**src/rtl/sar_bus_seq_pkg.sv**
```systemverilog
package sar_bus_seq_pkg;

  typedef enum logic [1:0] {
    ST_IDLE    = 2'd0,
    ST_ACQ_INT = 2'd1,
    ST_ACQ_EXT = 2'd2,
    ST_CONV    = 2'd3
  } seqState_e;

  typedef enum logic [1:0] {
    PWR_ACTIVE   = 2'd0,
    PWR_STANDBY  = 2'd1,
    PWR_SHUTDOWN = 2'd2
  } pwr_e;

  // Field order follows the byte on the bus, MSB first.
  typedef struct packed {
    logic [1:0] pwrCode;
    logic       acqExt;
    logic       singleEnd;
    logic       unipolar;
    logic [2:0] addr;
  } ctrlByte_t;

  typedef struct packed {
    logic startConv;
    logic stepEn;
    logic finish;
    logic bipolar;
  } dpStrobe_t;

endpackage

```
**src/rtl/sar_bus_seq_sync.sv**
```systemverilog
module sar_bus_seq_sync #(
  parameter int              WIDTH  = 4,
  parameter int              STAGES = 2,
  parameter logic [WIDTH-1:0] INIT  = '0
) (
  input  logic             clk,
  input  logic             rst_n,
  input  logic [WIDTH-1:0] asyncIn,
  output logic [WIDTH-1:0] syncOut
);

  logic [WIDTH-1:0] stage [STAGES];

  always_ff @(posedge clk or negedge rst_n) begin
    if (!rst_n) stage[0] <= INIT;
    else        stage[0] <= asyncIn;
  end

  for (genvar g = 1; g < STAGES; g++) begin : g_stage
    always_ff @(posedge clk or negedge rst_n) begin
      if (!rst_n) stage[g] <= INIT;
      else        stage[g] <= stage[g-1];
    end
  end

  assign syncOut = stage[STAGES-1];

endmodule

```
**src/rtl/sar_bus_seq_ctrl.sv**
```systemverilog
module sar_bus_seq_ctrl
  import sar_bus_seq_pkg::*;
#(
  parameter int RES_W       = 10,
  parameter int SYNC_STAGES = 2,
  parameter int INT_CLK_DIV = 4,
  parameter int ACQ_EDGES   = 4,
  parameter int CONV_TICKS  = 13
) (
  input  logic       clk,
  input  logic       rst_n,
  input  logic       csLvl,
  input  logic       wrLvl,
  input  logic       rdLvl,
  input  logic       extLvl,
  input  logic [7:0] busIn,
  output dpStrobe_t  stb,
  output logic       intN,
  output logic       trackOn,
  output logic [2:0] muxPos,
  output logic [2:0] muxNeg,
  output logic       negIsCom,
  output logic [1:0] pwrState
);

  localparam int PH_MAX = (ACQ_EDGES > CONV_TICKS) ? ACQ_EDGES : CONV_TICKS;
  localparam int PH_W   = $clog2(PH_MAX + 1);
  localparam int DIV_W  = $clog2(INT_CLK_DIV);
  localparam logic [PH_W-1:0]  ACQ_LAST  = PH_W'(ACQ_EDGES - 1);
  localparam logic [PH_W-1:0]  CONV_LAST = PH_W'(CONV_TICKS - 1);
  localparam logic [PH_W-1:0]  SAR_STEPS = PH_W'(RES_W);
  localparam logic [DIV_W-1:0] DIV_LAST  = DIV_W'(INT_CLK_DIV - 1);

  // Byte pipeline aligned with the write-strobe synchronizer.
  logic [7:0] dataPipe [SYNC_STAGES];
  logic [7:0] heldByte;
  ctrlByte_t  newCfg;

  logic wrPrev, rdPrev, extPrev;
  logic wrEv, rdEv, extTick, intTick, tick;
  logic [DIV_W-1:0] divCnt;
  logic [PH_W-1:0]  phase;
  seqState_e        state;
  logic             clkExtMode;

  logic [1:0] pwrCodeR;
  logic       singleR, uniR;
  logic [2:0] addrR;

  always_ff @(posedge clk or negedge rst_n) begin
    if (!rst_n) begin
      for (int i = 0; i < SYNC_STAGES; i++) dataPipe[i] <= '0;
      heldByte <= '0;
    end else begin
      dataPipe[0] <= busIn;
      for (int i = 1; i < SYNC_STAGES; i++) dataPipe[i] <= dataPipe[i-1];
      if (!wrLvl) heldByte <= dataPipe[SYNC_STAGES-1];
    end
  end

  assign newCfg  = ctrlByte_t'(heldByte);
  assign wrEv    = wrLvl & ~wrPrev & ~csLvl;
  assign rdEv    = ~rdLvl & rdPrev & ~csLvl;
  assign extTick = ~extLvl & extPrev & ~csLvl;
  assign intTick = (divCnt == DIV_LAST);
  assign tick    = clkExtMode ? extTick : intTick;

  always_comb begin
    stb.startConv = (wrEv & ~newCfg.acqExt & (state == ST_ACQ_EXT)) |
                    (~wrEv & (state == ST_ACQ_INT) & tick & (phase == ACQ_LAST));
    stb.stepEn    = ~wrEv & (state == ST_CONV) & tick & (phase < SAR_STEPS);
    stb.finish    = ~wrEv & (state == ST_CONV) & tick & (phase == CONV_LAST);
    stb.bipolar   = ~uniR;
  end

  always_ff @(posedge clk or negedge rst_n) begin
    if (!rst_n) begin
      wrPrev  <= 1'b1;
      rdPrev  <= 1'b1;
      extPrev <= 1'b0;
      divCnt  <= '0;
    end else begin
      wrPrev  <= wrLvl;
      rdPrev  <= rdLvl;
      extPrev <= extLvl;
      divCnt  <= intTick ? '0 : divCnt + 1'b1;
    end
  end

  always_ff @(posedge clk or negedge rst_n) begin
    if (!rst_n) begin
      state      <= ST_IDLE;
      phase      <= '0;
      intN       <= 1'b1;
      clkExtMode <= 1'b1;
      pwrCodeR   <= 2'b11;
      singleR    <= 1'b1;
      uniR       <= 1'b1;
      addrR      <= '0;
    end else if (wrEv) begin
      pwrCodeR <= newCfg.pwrCode;
      singleR  <= newCfg.singleEnd;
      uniR     <= newCfg.unipolar;
      addrR    <= newCfg.addr;
      intN     <= 1'b1;
      phase    <= '0;
      if (newCfg.pwrCode[1]) clkExtMode <= newCfg.pwrCode[0];
      if (newCfg.acqExt)              state <= ST_ACQ_EXT;
      else if (state == ST_ACQ_EXT)   state <= ST_CONV;
      else                            state <= ST_ACQ_INT;
    end else begin
      if (rdEv) intN <= 1'b1;
      if (stb.startConv) begin
        state <= ST_CONV;
        phase <= '0;
      end else if (stb.finish) begin
        state <= ST_IDLE;
        phase <= '0;
        intN  <= 1'b0;
      end else if (tick && (state == ST_ACQ_INT || state == ST_CONV)) begin
        phase <= phase + 1'b1;
      end
    end
  end

  assign trackOn  = (state == ST_ACQ_INT) || (state == ST_ACQ_EXT);
  assign muxPos   = addrR;
  assign muxNeg   = {addrR[2:1], ~addrR[0]};
  assign negIsCom = singleR;
  assign pwrState = ((state == ST_IDLE) && !pwrCodeR[1])
                    ? (pwrCodeR[0] ? PWR_STANDBY : PWR_SHUTDOWN)
                    : PWR_ACTIVE;

endmodule

```
**src/rtl/sar_bus_seq_dp.sv**
```systemverilog
module sar_bus_seq_dp
  import sar_bus_seq_pkg::*;
#(
  parameter int RES_W = 10
) (
  input  logic             clk,
  input  logic             rst_n,
  input  dpStrobe_t        stb,
  input  logic             compIn,
  input  logic             csN,
  input  logic             rdN,
  input  logic             hiByteSel,
  output logic [RES_W-1:0] dacCode,
  output logic [7:0]       busOut,
  output logic             busOe
);

  localparam int HI_W   = RES_W - 8;
  localparam int FILL_W = 8 - HI_W;
  localparam logic [RES_W-1:0] MSB_ONE = {1'b1, {(RES_W-1){1'b0}}};

  logic [RES_W-1:0] kept, trial, resLatch;
  logic             resBip;

  always_ff @(posedge clk or negedge rst_n) begin
    if (!rst_n) begin
      kept     <= '0;
      trial    <= '0;
      resLatch <= '0;
      resBip   <= 1'b0;
    end else begin
      if (stb.startConv) begin
        kept  <= '0;
        trial <= MSB_ONE;
      end else if (stb.stepEn) begin
        if (compIn) kept <= kept | trial;
        trial <= trial >> 1;
      end
      if (stb.finish) begin
        resLatch <= stb.bipolar ? (kept ^ MSB_ONE) : kept;
        resBip   <= stb.bipolar;
      end
    end
  end

  assign dacCode = kept | trial;
  assign busOe   = ~csN & ~rdN;
  assign busOut  = hiByteSel
                   ? {{FILL_W{resBip & resLatch[RES_W-1]}}, resLatch[RES_W-1:8]}
                   : resLatch[7:0];

endmodule

```
**src/rtl/sar_bus_seq.sv**
```systemverilog
module sar_bus_seq
  import sar_bus_seq_pkg::*;
#(
  parameter int RES_W       = 10,
  parameter int SYNC_STAGES = 2,
  parameter int INT_CLK_DIV = 4,
  parameter int ACQ_EDGES   = 4,
  parameter int CONV_TICKS  = 13
) (
  input  logic             clk,
  input  logic             rst_n,
  input  logic             csN,
  input  logic             wrN,
  input  logic             rdN,
  input  logic             hiByteSel,
  input  logic             extClk,
  input  logic [7:0]       busIn,
  output logic [7:0]       busOut,
  output logic             busOe,
  input  logic             compIn,
  output logic [RES_W-1:0] dacCode,
  output logic             trackOn,
  output logic [2:0]       muxPos,
  output logic [2:0]       muxNeg,
  output logic             negIsCom,
  output logic [1:0]       pwrState,
  output logic             intN
);

  logic [3:0] lvl;
  dpStrobe_t  stb;

  sar_bus_seq_sync #(
    .WIDTH (4),
    .STAGES(SYNC_STAGES),
    .INIT  (4'b1110)
  ) sync_i (
    .clk    (clk),
    .rst_n  (rst_n),
    .asyncIn({csN, wrN, rdN, extClk}),
    .syncOut(lvl)
  );

  sar_bus_seq_ctrl #(
    .RES_W      (RES_W),
    .SYNC_STAGES(SYNC_STAGES),
    .INT_CLK_DIV(INT_CLK_DIV),
    .ACQ_EDGES  (ACQ_EDGES),
    .CONV_TICKS (CONV_TICKS)
  ) ctrl_i (
    .clk     (clk),
    .rst_n   (rst_n),
    .csLvl   (lvl[3]),
    .wrLvl   (lvl[2]),
    .rdLvl   (lvl[1]),
    .extLvl  (lvl[0]),
    .busIn   (busIn),
    .stb     (stb),
    .intN    (intN),
    .trackOn (trackOn),
    .muxPos  (muxPos),
    .muxNeg  (muxNeg),
    .negIsCom(negIsCom),
    .pwrState(pwrState)
  );

  sar_bus_seq_dp #(
    .RES_W(RES_W)
  ) dp_i (
    .clk      (clk),
    .rst_n    (rst_n),
    .stb      (stb),
    .compIn   (compIn),
    .csN      (csN),
    .rdN      (rdN),
    .hiByteSel(hiByteSel),
    .dacCode  (dacCode),
    .busOut   (busOut),
    .busOe    (busOe)
  );

endmodule

```
**config.mk**
```make
export PLATFORM = sky130hd
export DESIGN_NAME = sar_bus_seq
export DESIGN_NICKNAME = d
export VERILOG_FILES = /design/src/rtl/sar_bus_seq_pkg.sv /design/src/rtl/sar_bus_seq_sync.sv /design/src/rtl/sar_bus_seq_ctrl.sv /design/src/rtl/sar_bus_seq_dp.sv /design/src/rtl/sar_bus_seq.sv
export SDC_FILE = /design/constraint.sdc
export NUM_CORES = 1
export LEC_CHECK = 0
export ABC_AREA = 1
export BUFFER_PORTS_ARGS = -buffer_cell sky130_fd_sc_hd__buf_2
export CAP_MARGIN = 20
export CORE_UTILIZATION = 45
export DETAILED_ROUTE_END_ITERATION = 10
export PLACE_DENSITY = 0.75
export SYNTH_ARGS = -nofsm -noshare
export SYNTH_HDL_FRONTEND = slang
export SYNTH_SLANG_ARGS = --single-unit
```
**constraint.sdc**
```tcl
create_clock -name clk -period 2.5 [get_ports clk]
set_input_delay 0.5 -clock clk [delete_from_list [all_inputs] [get_ports clk]]
set_output_delay 0.5 -clock clk [all_outputs]
set_load 0.02 [all_outputs]
```
==> impl_results.md <==
- Result of the run: completed
- DRT Pass-1 Iters: 4
- Worst Clk Skew: 0.01138 ns
- Routed via count divided by cell count: 4.629
- Slew Viols, Final: 0
- Largest net degree at the start of global routing: 43
- Total of warnings raised by yosys: 0
- Type of the most critical hold path: in -> async
- Element type at the critical path start: register
- Fin nets: 409
- Clock insertion delay at the later pin of the skew report: 0.35 ns
- Setup repair after global routing missed its margin: no
- Netlist Area Pre-Place: 0.003376 mm^2
- Mean post-synth cell area: 9.987 um^2
- Total via count after detailed routing: 2268
- CTS Root Cell: sky130_fd_sc_hd__clkbuf_8
- Most numerous cell types in the synthesized netlist: sky130_fd_sc_hd__nand2_1 (73), sky130_fd_sc_hd__dfrtp_1 (69), sky130_fd_sc_hd__inv_1 (50), sky130_fd_sc_hd__nor2_1 (22), sky130_fd_sc_hd__o21ai_1 (18)
- Slew @ Worst Pin: 0.5270 ns
- Antenna violations before repair: 0
- Total power: 3.083 mW
- Placed wire-length estimate after detailed placement: 4.234 mm
- Switch Pwr: 987.4 uW
- Layout cells sized above 1: 0.2404
- Final core occ: 0.5323
- Sequential power share: 0.526
- CTS sink cnt: 83
- Net Count, Synth: 361
- Post-synth top area share: 0.5115
- Buffer depth of the longest clock path: 2
- Period Utilization, post-route: 0.7340
- Worst setup path class: reg -> out
- Largest area contributor in the synthesized netlist: sky130_fd_sc_hd__dfrtp_1
- Post-route ant nets: 0
- EDFF count, synth: 0
- H-tree levels: 3
- Proportion of synthesized chip area in sequential cells: 0.6205
- Sw Share: 0.3203
- Adder-cell share of the synthesized area: 0.02595
- Antenna diode instance count: 0
- Cells on worst reg2reg path: 6
- Count leader, synth: sky130_fd_sc_hd__nand2_1
- Synthesized instance count: 338
- Count of non-filler cells in the finished layout: 490
- Number of CTS-inserted buffers: 9
- Fmax: 0.5450 GHz
- Netlist cell types: 28
- Arrival time worst endpoint: 1.34 ns
- Area contributors post-synth: sky130_fd_sc_hd__dfrtp_1 (51%), sky130_fd_sc_hd__dfstp_2 (11%), sky130_fd_sc_hd__nand2_1 (8.1%), sky130_fd_sc_hd__inv_1 (5.6%), sky130_fd_sc_hd__o21ai_1 (2.7%)
- Residual DRC count: 0
- Total congestion overflow after global routing: 0
- Area growth from synthesis to layout: 14.38%
- Share of synthesized area spent on multiplexers: 0.01001
- Vertical extent of the die: 88.61 um
- Routability congestion estimate: 0.8116
- Max-Slew Margin vs Limit: 0.6487
- Hold violation total from the final report: 0
- Share of synthesized cell area in and, or, nand and nor gates: 0.1742
- Count of boundary I/O pins: 46
- Cts hold-fix bufs: 0
- Primary FF master, synth: sky130_fd_sc_hd__dfrtp_1
- Pwr/cell area: 798.4 mW/mm^2
- Worst reg2reg setup slack: 0.71 ns
- Total instance count after detailed placement: 474
- R2R Path End: ctrl_i.intN$_DFF_PN1_
- Fraction of power consumed by combinational cells: 0.198
- Max_cap viols: 0
- Count of state elements after synthesis: 83
- Number of buffers inserted by port buffering: 45
- Final setup violation count: 0
- Die outline area: 0.007852 mm^2
- VDD IR-drop max: 507.7 uV
- Design internal power: 2.095 mW
- Clock network power share: 0.276
- Number of design-rule violations left by the first detailed-router iteration: 184
- Maximum fanout encountered on the critical timing path: 4
- Data required time of the worst path: 2.00 ns
- Final wirelength: 5.763 mm
- WL per Instance: 11.76 um
- Synth async-reset ratio: 1.000
- Clock period minus final worst setup slack: 1.835 ns
- Reg clk slew, reported paths: 0.08 ns
- CTS tree: built
- Sum of negative setup slack: 0 ns
- Launch instance of the worst register-to-register path: sync_i.syncOut[2]$_DFF_PN1_
- Via count of the first global-routing pass: 2171
- Nature of the critical path endpoint: output pin
- Synth Area in Compound Gates: 0.07895
- Leakage power of the design: 1.971 nW
- Core outline area: 0.007253 mm^2
- Floorplan die width: 88.61 um
- Starting density of the core: 0.4654
- Post-Synth XOR/XNOR Area: 0.01038
- Count of cells resized by post-cts repair: 0
- FP Rows: 31
- Global Route Usage Sum: 0.1739
- Global-route wire length before repair: 10.12 mm
- Postcts setup bufs: 0
- Largest family of logic cells by synthesized area: simple AND/OR/NAND/NOR gates
[logic make-up after synthesis]
logic type                 count (synthesis)
adders and majority gates                  7
muxes                                      3
and+or+nand+nor                          125
buffers and inverters                     63
DFF                                       83
xor gates and xnor gates                   4
AOI/OAI and AO/OA                         53
[worst max-delay path by stage]
stage                                     start                          end  slack, ns  cells past startpoint
finish              ctrl_i.state[0]$_DFFE_PN0P_                  pwrState[1]       0.66                      5
detailed placement  sync_i.syncOut[2]$_DFF_PN1_  ctrl_i.phase[2]$_DFFE_PN0P_       0.71                      6
CTS                 ctrl_i.state[0]$_DFFE_PN0P_                  pwrState[1]       0.64                      5
global route        sync_i.syncOut[2]$_DFF_PN1_        ctrl_i.intN$_DFF_PN1_       0.48                      6
global placement    sync_i.syncOut[2]$_DFF_PN1_        ctrl_i.intN$_DFF_PN1_       0.80                      6
floorplan                             hiByteSel                    busOut[2]       0.83                      2
[layout by cell type, fill, tap and decap left out, drive strengths merged]
cell | Yosys | final
nand2 | 74 | 74
dfrtp | 69 | 69
inv | 53 | 56
buf | 6 | 46
o21ai | 35 | 35
nor2 | 24 | 24
nand3 | 21 | 21
a21oi | 17 | 17
dfstp | 14 | 14
clkbuf | 3 | 10
ha | 7 | 7
xor2 | 4 | 4
mux2 | 3 | 3
or2 | 3 | 3
clkinv | 1 | 3
nor3 | 2 | 2
nand4 | 1 | 1
a31oi | 1 | 1
clkinvlp | 0 | 1
[power groups by stage]
stage / combinational [mW] / sequential, mW / clock (mW)
finish: 0.610 / 1.62 / 0.852
detailed placement: 0.615 / 1.64 / 0
global route: 0.693 / 1.64 / 0.937
global placement: 0.603 / 1.64 / 0
floorplan: 0.417 / 1.62 / 0
CTS: 0.616 / 1.62 / 0.879
[flip-flops by register name, indices dropped and copies added (netlist names), 4 cells and up]
register and flops:
sync_i.stage 4, ctrl_i.phase 4, dp_i.trial 10, dp_i.kept 10, ctrl_i.heldByte 8, ctrl_i.dataPipe 16
dp_i.resLatch 10, sync_i.syncOut 4
[per-stage QoR]
| step | area [um^2] | hold slack [ns] | worst slack, ns |
|---|---|---|---|
| after floorplan | 3376 | 0.2044 | 0.8325 |
| after global placement | 3686 | 0.3317 | 0.7968 |
| after detailed placement | 3686 | 0.3365 | 0.7115 |
| after CTS | 3861 | 0.1285 | 0.6392 |
| after global routing | 3861 | 0.1467 | 0.4775 |
| final | 3861 | 0.1190 | 0.6650 |
[critical path, stage by stage (launching register included)]
cell and delay (ns):
sky130_fd_sc_hd__dfrtp_1 0.42, sky130_fd_sc_hd__inv_1 0.10, sky130_fd_sc_hd__ha_1 0.14, sky130_fd_sc_hd__nand2_1 0.07, sky130_fd_sc_hd__nor2_1 0.09, sky130_fd_sc_hd__buf_2 0.17
[per-layer routing]
metal	wire (um)	track usage	vias to the layer above
met3	216	0.05317	5
met2	2768	0.2650	44
li1	-	-	1159
met1	2717	0.2395	1060
met4	60	0.05718	0
met5	0	0	-
[final cells by class]
class | count | area, um^2
clock inverters | 6 | 47.55
clock buffers | 10 | 127.6
fillers | 669 | 3392
flip-flops and latches | 83 | 2095
inverters | 54 | 209.0
repair buffers | 46 | 247.7
well taps | 99 | 123.9
multi-input cells | 192 | 1011
(Power assumes the default switching activity.)
